`src/rtl/tdm_timing_pkg.sv`:
```
package tdm_timing_pkg;

   typedef enum logic [1:0] {
      RATE_2M  = 2'd0,
      RATE_4M  = 2'd1,
      RATE_8M  = 2'd2,
      RATE_RSV = 2'd3
   } tdm_rate_e;

   // Two clocks per bit at the lower rates, one at the top rate.
   function automatic logic two_clk_bits(tdm_rate_e r);
      return (r != RATE_8M);
   endfunction

   function automatic int unsigned chans_at(tdm_rate_e r, int unsigned max_chans);
      case (r)
         RATE_4M: return max_chans / 2;
         RATE_8M: return max_chans;
         default: return max_chans / 4;
      endcase
   endfunction

   function automatic int unsigned frame_clocks(tdm_rate_e r, int unsigned max_chans,
                                                int unsigned chan_bits);
      int unsigned per_bit;
      per_bit = two_clk_bits(r) ? 2 : 1;
      return chans_at(r, max_chans) * chan_bits * per_bit;
   endfunction

endpackage

```
`src/rtl/tdm_frame_counter.sv`:
```
module tdm_frame_counter #(
   parameter int CNT_W = 10
) (
   input  logic             clk,
   input  logic             rst_n,
   input  logic [CNT_W-1:0] last_cnt,
   input  logic             resync,
   output logic [CNT_W-1:0] fcnt,
   output logic             at_last,
   output logic             slip
);
   localparam logic [CNT_W-1:0] STEP = 1;

   assign at_last = (fcnt >= last_cnt);

   always_ff @(posedge clk or negedge rst_n) begin
      if (!rst_n) begin
         fcnt <= '0;
         slip <= 1'b0;
      end else if (resync) begin
         fcnt <= '0;
         if (!at_last) slip <= 1'b1;
      end else if (at_last) begin
         fcnt <= '0;
      end else begin
         fcnt <= fcnt + STEP;
      end
   end
endmodule

```
`src/rtl/tdm_fp_sense.sv`:
```
module tdm_fp_sense #(
   parameter int WIN_W = 12
) (
   input  logic clk,
   input  logic rst_n,
   input  logic enable,
   input  logic fp_in,
   input  logic eval,
   output logic fmt_high,
   output logic start
);
   localparam logic [WIN_W-1:0] ONE = 1;

   logic             fp_q;
   logic             primed;
   logic [WIN_W-1:0] hi_cnt;
   logic [WIN_W-1:0] lo_cnt;

   // Entry into the active level, qualified once a previous sample exists.
   assign start = enable && primed && (fp_in == fmt_high) && (fp_q != fmt_high);

   always_ff @(posedge clk or negedge rst_n) begin
      if (!rst_n) begin
         fp_q     <= 1'b0;
         primed   <= 1'b0;
         hi_cnt   <= '0;
         lo_cnt   <= '0;
         fmt_high <= 1'b0;
      end else begin
         fp_q   <= fp_in;
         primed <= 1'b1;
         if (!enable) begin
            hi_cnt <= '0;
            lo_cnt <= '0;
         end else if (eval) begin
            fmt_high <= (lo_cnt > hi_cnt);
            hi_cnt   <= '0;
            lo_cnt   <= '0;
         end else if (fp_in) begin
            if (hi_cnt != '1) hi_cnt <= hi_cnt + ONE;
         end else begin
            if (lo_cnt != '1) lo_cnt <= lo_cnt + ONE;
         end
      end
   end
endmodule

```
`src/rtl/tdm_dir_table.sv`:
```
module tdm_dir_table #(
   parameter int NUM_STREAMS = 8,
   parameter int MAX_CHANS   = 128,
   parameter int ST_W        = 3,
   parameter int CH_W        = 7
) (
   input  logic                   clk,
   input  logic                   rst_n,
   input  logic                   we,
   input  logic [ST_W-1:0]        wstream,
   input  logic [CH_W-1:0]        wchan,
   input  logic                   wdata,
   input  logic [CH_W-1:0]        rchan,
   input  logic [NUM_STREAMS-1:0] enable,
   output logic [NUM_STREAMS-1:0] oe
);
   for (genvar s = 0; s < NUM_STREAMS; s++) begin : g_stream
      logic [MAX_CHANS-1:0] dir_bits;

      always_ff @(posedge clk or negedge rst_n) begin
         if (!rst_n) begin
            dir_bits <= '0;
         end else if (we && (wstream == ST_W'(s))) begin
            dir_bits[wchan] <= wdata;
         end
      end

      assign oe[s] = dir_bits[rchan] & enable[s];
   end
endmodule

```
`src/rtl/tdm_frame_timer.sv`:
```
module tdm_frame_timer
   import tdm_timing_pkg::*;
#(
   parameter int NUM_STREAMS = 8,
   parameter int MAX_CHANS   = 128,
   parameter int CHAN_BITS   = 8
) (
   input  logic                           clk,
   input  logic                           rst_n,
   input  logic [1:0]                     rate_sel,
   input  logic                           master_en,
   input  logic                           fp_pol,
   input  logic                           fp_in,
   output logic                           fp_out,
   output logic                           fp_oe,
   output logic                           fmt_high,
   output logic                           slip,
   input  logic                           dir_we,
   input  logic [$clog2(NUM_STREAMS)-1:0] dir_stream,
   input  logic [$clog2(MAX_CHANS)-1:0]   dir_chan,
   input  logic                           dir_out,
   output logic [$clog2(MAX_CHANS)-1:0]   chan_num,
   output logic [$clog2(CHAN_BITS)-1:0]   bit_pos,
   output logic [NUM_STREAMS-1:0]         stream_act,
   output logic [NUM_STREAMS-1:0]         line_oe
);
   localparam int ST_W         = $clog2(NUM_STREAMS);
   localparam int CH_W         = $clog2(MAX_CHANS);
   localparam int BIT_W        = $clog2(CHAN_BITS);
   localparam int CNT_W        = CH_W + BIT_W;
   localparam int WIN_W        = CNT_W + 2;
   localparam int HALF_STREAMS = NUM_STREAMS / 2;

   if ((1 << CH_W) != MAX_CHANS || MAX_CHANS < 4) begin : g_bad_chans
      $error("MAX_CHANS must be a power of two of at least 4");
   end
   if ((1 << BIT_W) != CHAN_BITS || CHAN_BITS < 2) begin : g_bad_bits
      $error("CHAN_BITS must be a power of two of at least 2");
   end
   if ((1 << ST_W) != NUM_STREAMS || NUM_STREAMS < 2) begin : g_bad_streams
      $error("NUM_STREAMS must be a power of two of at least 2");
   end

   tdm_rate_e        rate;
   logic             slow;
   logic [CNT_W-1:0] last_cnt;
   logic [CNT_W-1:0] fcnt;
   logic             at_last;
   logic             start;
   logic [BIT_W-1:0] bit_idx;

   assign rate     = tdm_rate_e'(rate_sel);
   assign slow     = two_clk_bits(rate);
   assign last_cnt = CNT_W'(frame_clocks(rate, MAX_CHANS, CHAN_BITS) - 1);

   tdm_frame_counter #(.CNT_W(CNT_W)) u_count (
      .clk     (clk),
      .rst_n   (rst_n),
      .last_cnt(last_cnt),
      .resync  (start),
      .fcnt    (fcnt),
      .at_last (at_last),
      .slip    (slip)
   );

   tdm_fp_sense #(.WIN_W(WIN_W)) u_sense (
      .clk     (clk),
      .rst_n   (rst_n),
      .enable  (!master_en),
      .fp_in   (fp_in),
      .eval    (at_last),
      .fmt_high(fmt_high),
      .start   (start)
   );

   // Position decode: the lowest count bit selects the half-bit at the slow rates.
   assign bit_idx  = slow ? fcnt[1 +: BIT_W] : fcnt[0 +: BIT_W];
   assign bit_pos  = ~bit_idx;
   assign chan_num = slow ? {1'b0, fcnt[BIT_W+1 +: CH_W-1]} : fcnt[BIT_W +: CH_W];

   // Master pulse occupies the final clock of the frame.
   assign fp_oe  = master_en;
   assign fp_out = master_en ? (at_last ? fp_pol : ~fp_pol) : 1'b0;

   for (genvar s = 0; s < NUM_STREAMS; s++) begin : g_act
      if (s < HALF_STREAMS) begin : g_low
         assign stream_act[s] = 1'b1;
      end else begin : g_high
         assign stream_act[s] = (rate != RATE_8M);
      end
   end

   tdm_dir_table #(
      .NUM_STREAMS(NUM_STREAMS),
      .MAX_CHANS  (MAX_CHANS),
      .ST_W       (ST_W),
      .CH_W       (CH_W)
   ) u_dir (
      .clk    (clk),
      .rst_n  (rst_n),
      .we     (dir_we),
      .wstream(dir_stream),
      .wchan  (dir_chan),
      .wdata  (dir_out),
      .rchan  (chan_num),
      .enable (stream_act),
      .oe     (line_oe)
   );
endmodule

```
`config.mk`:
```
export PLATFORM = sky130hd
export DESIGN_NAME = tdm_frame_timer
export DESIGN_NICKNAME = d
export VERILOG_FILES = /design/src/rtl/tdm_timing_pkg.sv /design/src/rtl/tdm_frame_counter.sv /design/src/rtl/tdm_fp_sense.sv /design/src/rtl/tdm_dir_table.sv /design/src/rtl/tdm_frame_timer.sv
export SDC_FILE = /design/constraint.sdc
export NUM_CORES = 2
export LEC_CHECK = 0
export ABC_AREA = 1
export BUFFER_PORTS_ARGS = -buffer_cell sky130_fd_sc_hd__buf_2
export CORE_UTILIZATION = 60
export DETAILED_ROUTE_END_ITERATION = 6
export GPL_TIMING_DRIVEN = 0
export PLACE_DENSITY_LB_ADDON = 0.05
export SYNTH_ARGS = -nofsm -noshare
export SYNTH_HDL_FRONTEND = slang
export SYNTH_SLANG_ARGS = --single-unit
export TNS_END_PERCENT = 1
```
`constraint.sdc`:
```
create_clock -name clk -period 2.6 [get_ports clk]
set_input_delay 0.26 -clock clk [delete_from_list [all_inputs] [get_ports clk]]
set_output_delay 0.26 -clock clk [all_outputs]
set_load 0.02 [all_outputs]
```
==> flow_summary.ini <==
[cts]
clkLatencyLatePin_ps = 660
cts_root_buf = clkbuf_16
cts_buffers = 88
cts.sinks = 806
cts_buffer_depth = 3
clkTransAtPathRegs_ps = 60
cts_htree_levels = 3
cts_tree = done

[floorplanning]
dieHeight_microns = 267
num_io_pins = 49
core_sq_mm = 0.0691
die_x_microns = 267
num_rows = 96
die_area_sq_mm = 0.0714
initial_core_util_pct = 61.1

[placement]
dpl.hpwl_microns = 115000
dp_worst_setup_slack_ps = -1470
place_inst = 6767
io_buffers = 44
gp_congestion = 1.02
dpl_cell_area_sq_mm = 0.0438

[cells_and_area]
mostFrequentLayoutCells = 1782 x nand2_1, 804 x dfrtp_1, 690 x nand3_1
drive_gt1_share_pct = 9.20
fillers = 5640
fin_util_pct = 71.6
multi_input_area_sq_mm = 0.0187
final_cells = 6972
syn2layout_area_growth_pct = 17.1
final-seq-area_sq_mm = 0.0202
nets = 6000
design_area_sq_mm = 0.0494
final_common_cell = nand2_1

[critical_path]
cp_slowest_cell = dfrtp_1
cp_cell_sequence = inv_2 > nand2_8 > nand2_8 > buf_12 > buf_12 > buf_12 > nand2_1 > nand3_1 > nand3_1 > nand3_1 > nand3_2 > nand3_4 > nand2_2 > nand2_2 > nand2_2 > buf_4
end_kind = output pin
cp_max_fo = 10
worstSetupPathType = reg2out
critPathTopFamily = simple AND/OR/NAND/NOR gates
cpPeakStageDelay_ps = 430
critical_path_buf_inv_count = 5
start_kind = flip-flop
crit_required_ps = 2340
arrival_ps = 2990

[grt]
grt_pass1_wl_microns = 254000
grt_antenna_before_repair = 8
overflow = 0
grt.total_usage_pct = 48.5
grt_pass1_vias = 40700
grt_max_degree = 116

[power_and_ir_drop]
power_mw = 37.8
vdd_drop_max_mv = 0.815
p_per_area_mw_per_mm2 = 764
total_leakage_power_nw = 21.3

[sta]
slew_viol_final = 45
grt_setup_unrepaired = yes
period_needed_ps = 3250
whs_ps = 144
hold_violations = 0
skew_ps = 16.5
period_share_pct = 125
fmax_mhz = 307
relSlewSlack_pct = -5.42
fin_ws_ps = -652
worstMarginPinSlew_ps = 1580
finalSetupViolCount = 105
tns_ps = -10020

[routing]
drtAntennaViolNets = 0
drc = 5
drt-total-wl_microns = 175000
wire_per_inst_microns = 25.1
first_pass_iters = 7
drt_iter0_markers = 7955
vias_per_cell = 6.36
route.vias.total = 44300

[status]
status = finished, violations left
failed_checks = design-rule violations, max-capacitance violations, max-slew violations, negative setup slack

[yosys]
syn_avg_cell_area_sq_um = 7.30
synth_flop_cell = dfrtp_1
synth_area_sq_mm = 0.0422
synth_edf_count = 0
ys_ff_latch = 806
synth.distinct_cells = 34
yosysWarnings = 0
async_flop_share_pct = 100
synth-seq-area-share_pct = 47.8
synth_cells = 5781

[hold_path]
hold_class = in2async

[run]
cap_violations = 4
report_power, final:
part           switching [mW]  leakage, nW  internal, mW
sequential              0.215         11.2          12.8
clock                    5.50         1.52          8.05
combinational            7.53         8.58          3.65
routing by layer:
layer	vias to the layer above	track usage [%]	routed length, microns
met5	-	0	43
met3	847	18.9	28400
met2	3573	67.1	69800
met1	20600	62.7	62400
li1	19300	-	-
met4	6	32.3	14000
layout make-up:
cell class / count / share of cell area [%]
Clock buffer: 135 / 5.47
Sequential cell: 806 / 40.8
Tap cell: 931 / 2.36
Multi-Input combinational cell: 3977 / 37.9
Buffer: 471 / 6.53
Antenna cell: 6 / 0.0304
Timing Repair Buffer: 88 / 2.12
Inverter: 531 / 4.05
Clock inverter: 27 / 0.757
worst reg2reg max path, cell delays in order (launching register included):
cell and delay (ps):
dfrtp_1 470, ha_1 250, nand2_1 110, nor3_2 280, nand2_1 110, nor2_1 170
a21oi_2 140, inv_1 180, nand2_1 130, buf_2 220, a21oi_1 140, nor2_1 60
logic make-up (layout without fill, tap and decap cells):
group           Yosys count  count (layout)  share of synthesized area [%]
compound gates         1119            1119                           14.2
fa+ha+maj                18              18                          0.534
simple gates           2823            2823                           27.8
buf+inv                1002            1252                           9.44
xor+xnor                 12              12                          0.249
other cells               1              11                        0.00888
flops                   806             806                           47.8
Yosys cell counts (all sizes together), types with 9 or more instances:
cell type / instances / area, sq um
nand4: 9 / 56.3
nor3: 13 / 70.1
nand3b: 32 / 240
dfrtp: 806 / 20200
ha: 18 / 225
a31oi: 274 / 1710
clkbuf: 307 / 1150
nand2: 1804 / 6770
nor2: 188 / 706
nand3: 770 / 3850
inv: 529 / 1990
xor2: 11 / 96.3
buf: 164 / 838
a21oi: 296 / 1480
o21ai: 541 / 2720
flip-flops by register name, summed over array words and instances (netlist names):
register and count:
u_dir.g_stream.dir_bits 768, u_sense.hi_cnt 12, u_sense.lo_cnt 12, u_count.fcnt 10
u_count.slip 1, u_sense.fmt_high 1, u_sense.fp_q 1, u_sense.primed 1
what timing repair did:
action / 4_1_cts / 5_1_grt
gates resized for setup: 418 / 178
gates cloned: 2 / 11
setup buffers: 15 / 6
setup endpoints to repair: 77 / 140
pin swaps: 11 / 32
hold buffers: 3 / 0
hold endpoints to repair: 86 / 0
final timing paths:
check / startpoint / to / slack, ps / cells after the start
worst max-delay path: u_count.fcnt[4] / line_oe[2] / -650 / 16
worst min-delay path: rst_n / u_dir.g_stream[1].dir_bits[81] / 140 / 2
worst max register to register: u_sense.hi_cnt[0] / u_sense.hi_cnt[3] / 240 / 11
worst min register to register: u_count.slip / u_count.slip / 470 / 1
max in group asynchronous: rst_n / u_dir.g_stream[1].dir_bits[19] / 440 / 5
min in group clk: fp_in / u_sense.fp_q / 270 / 2
Note: power is estimated with default switching activity, not from simulation.
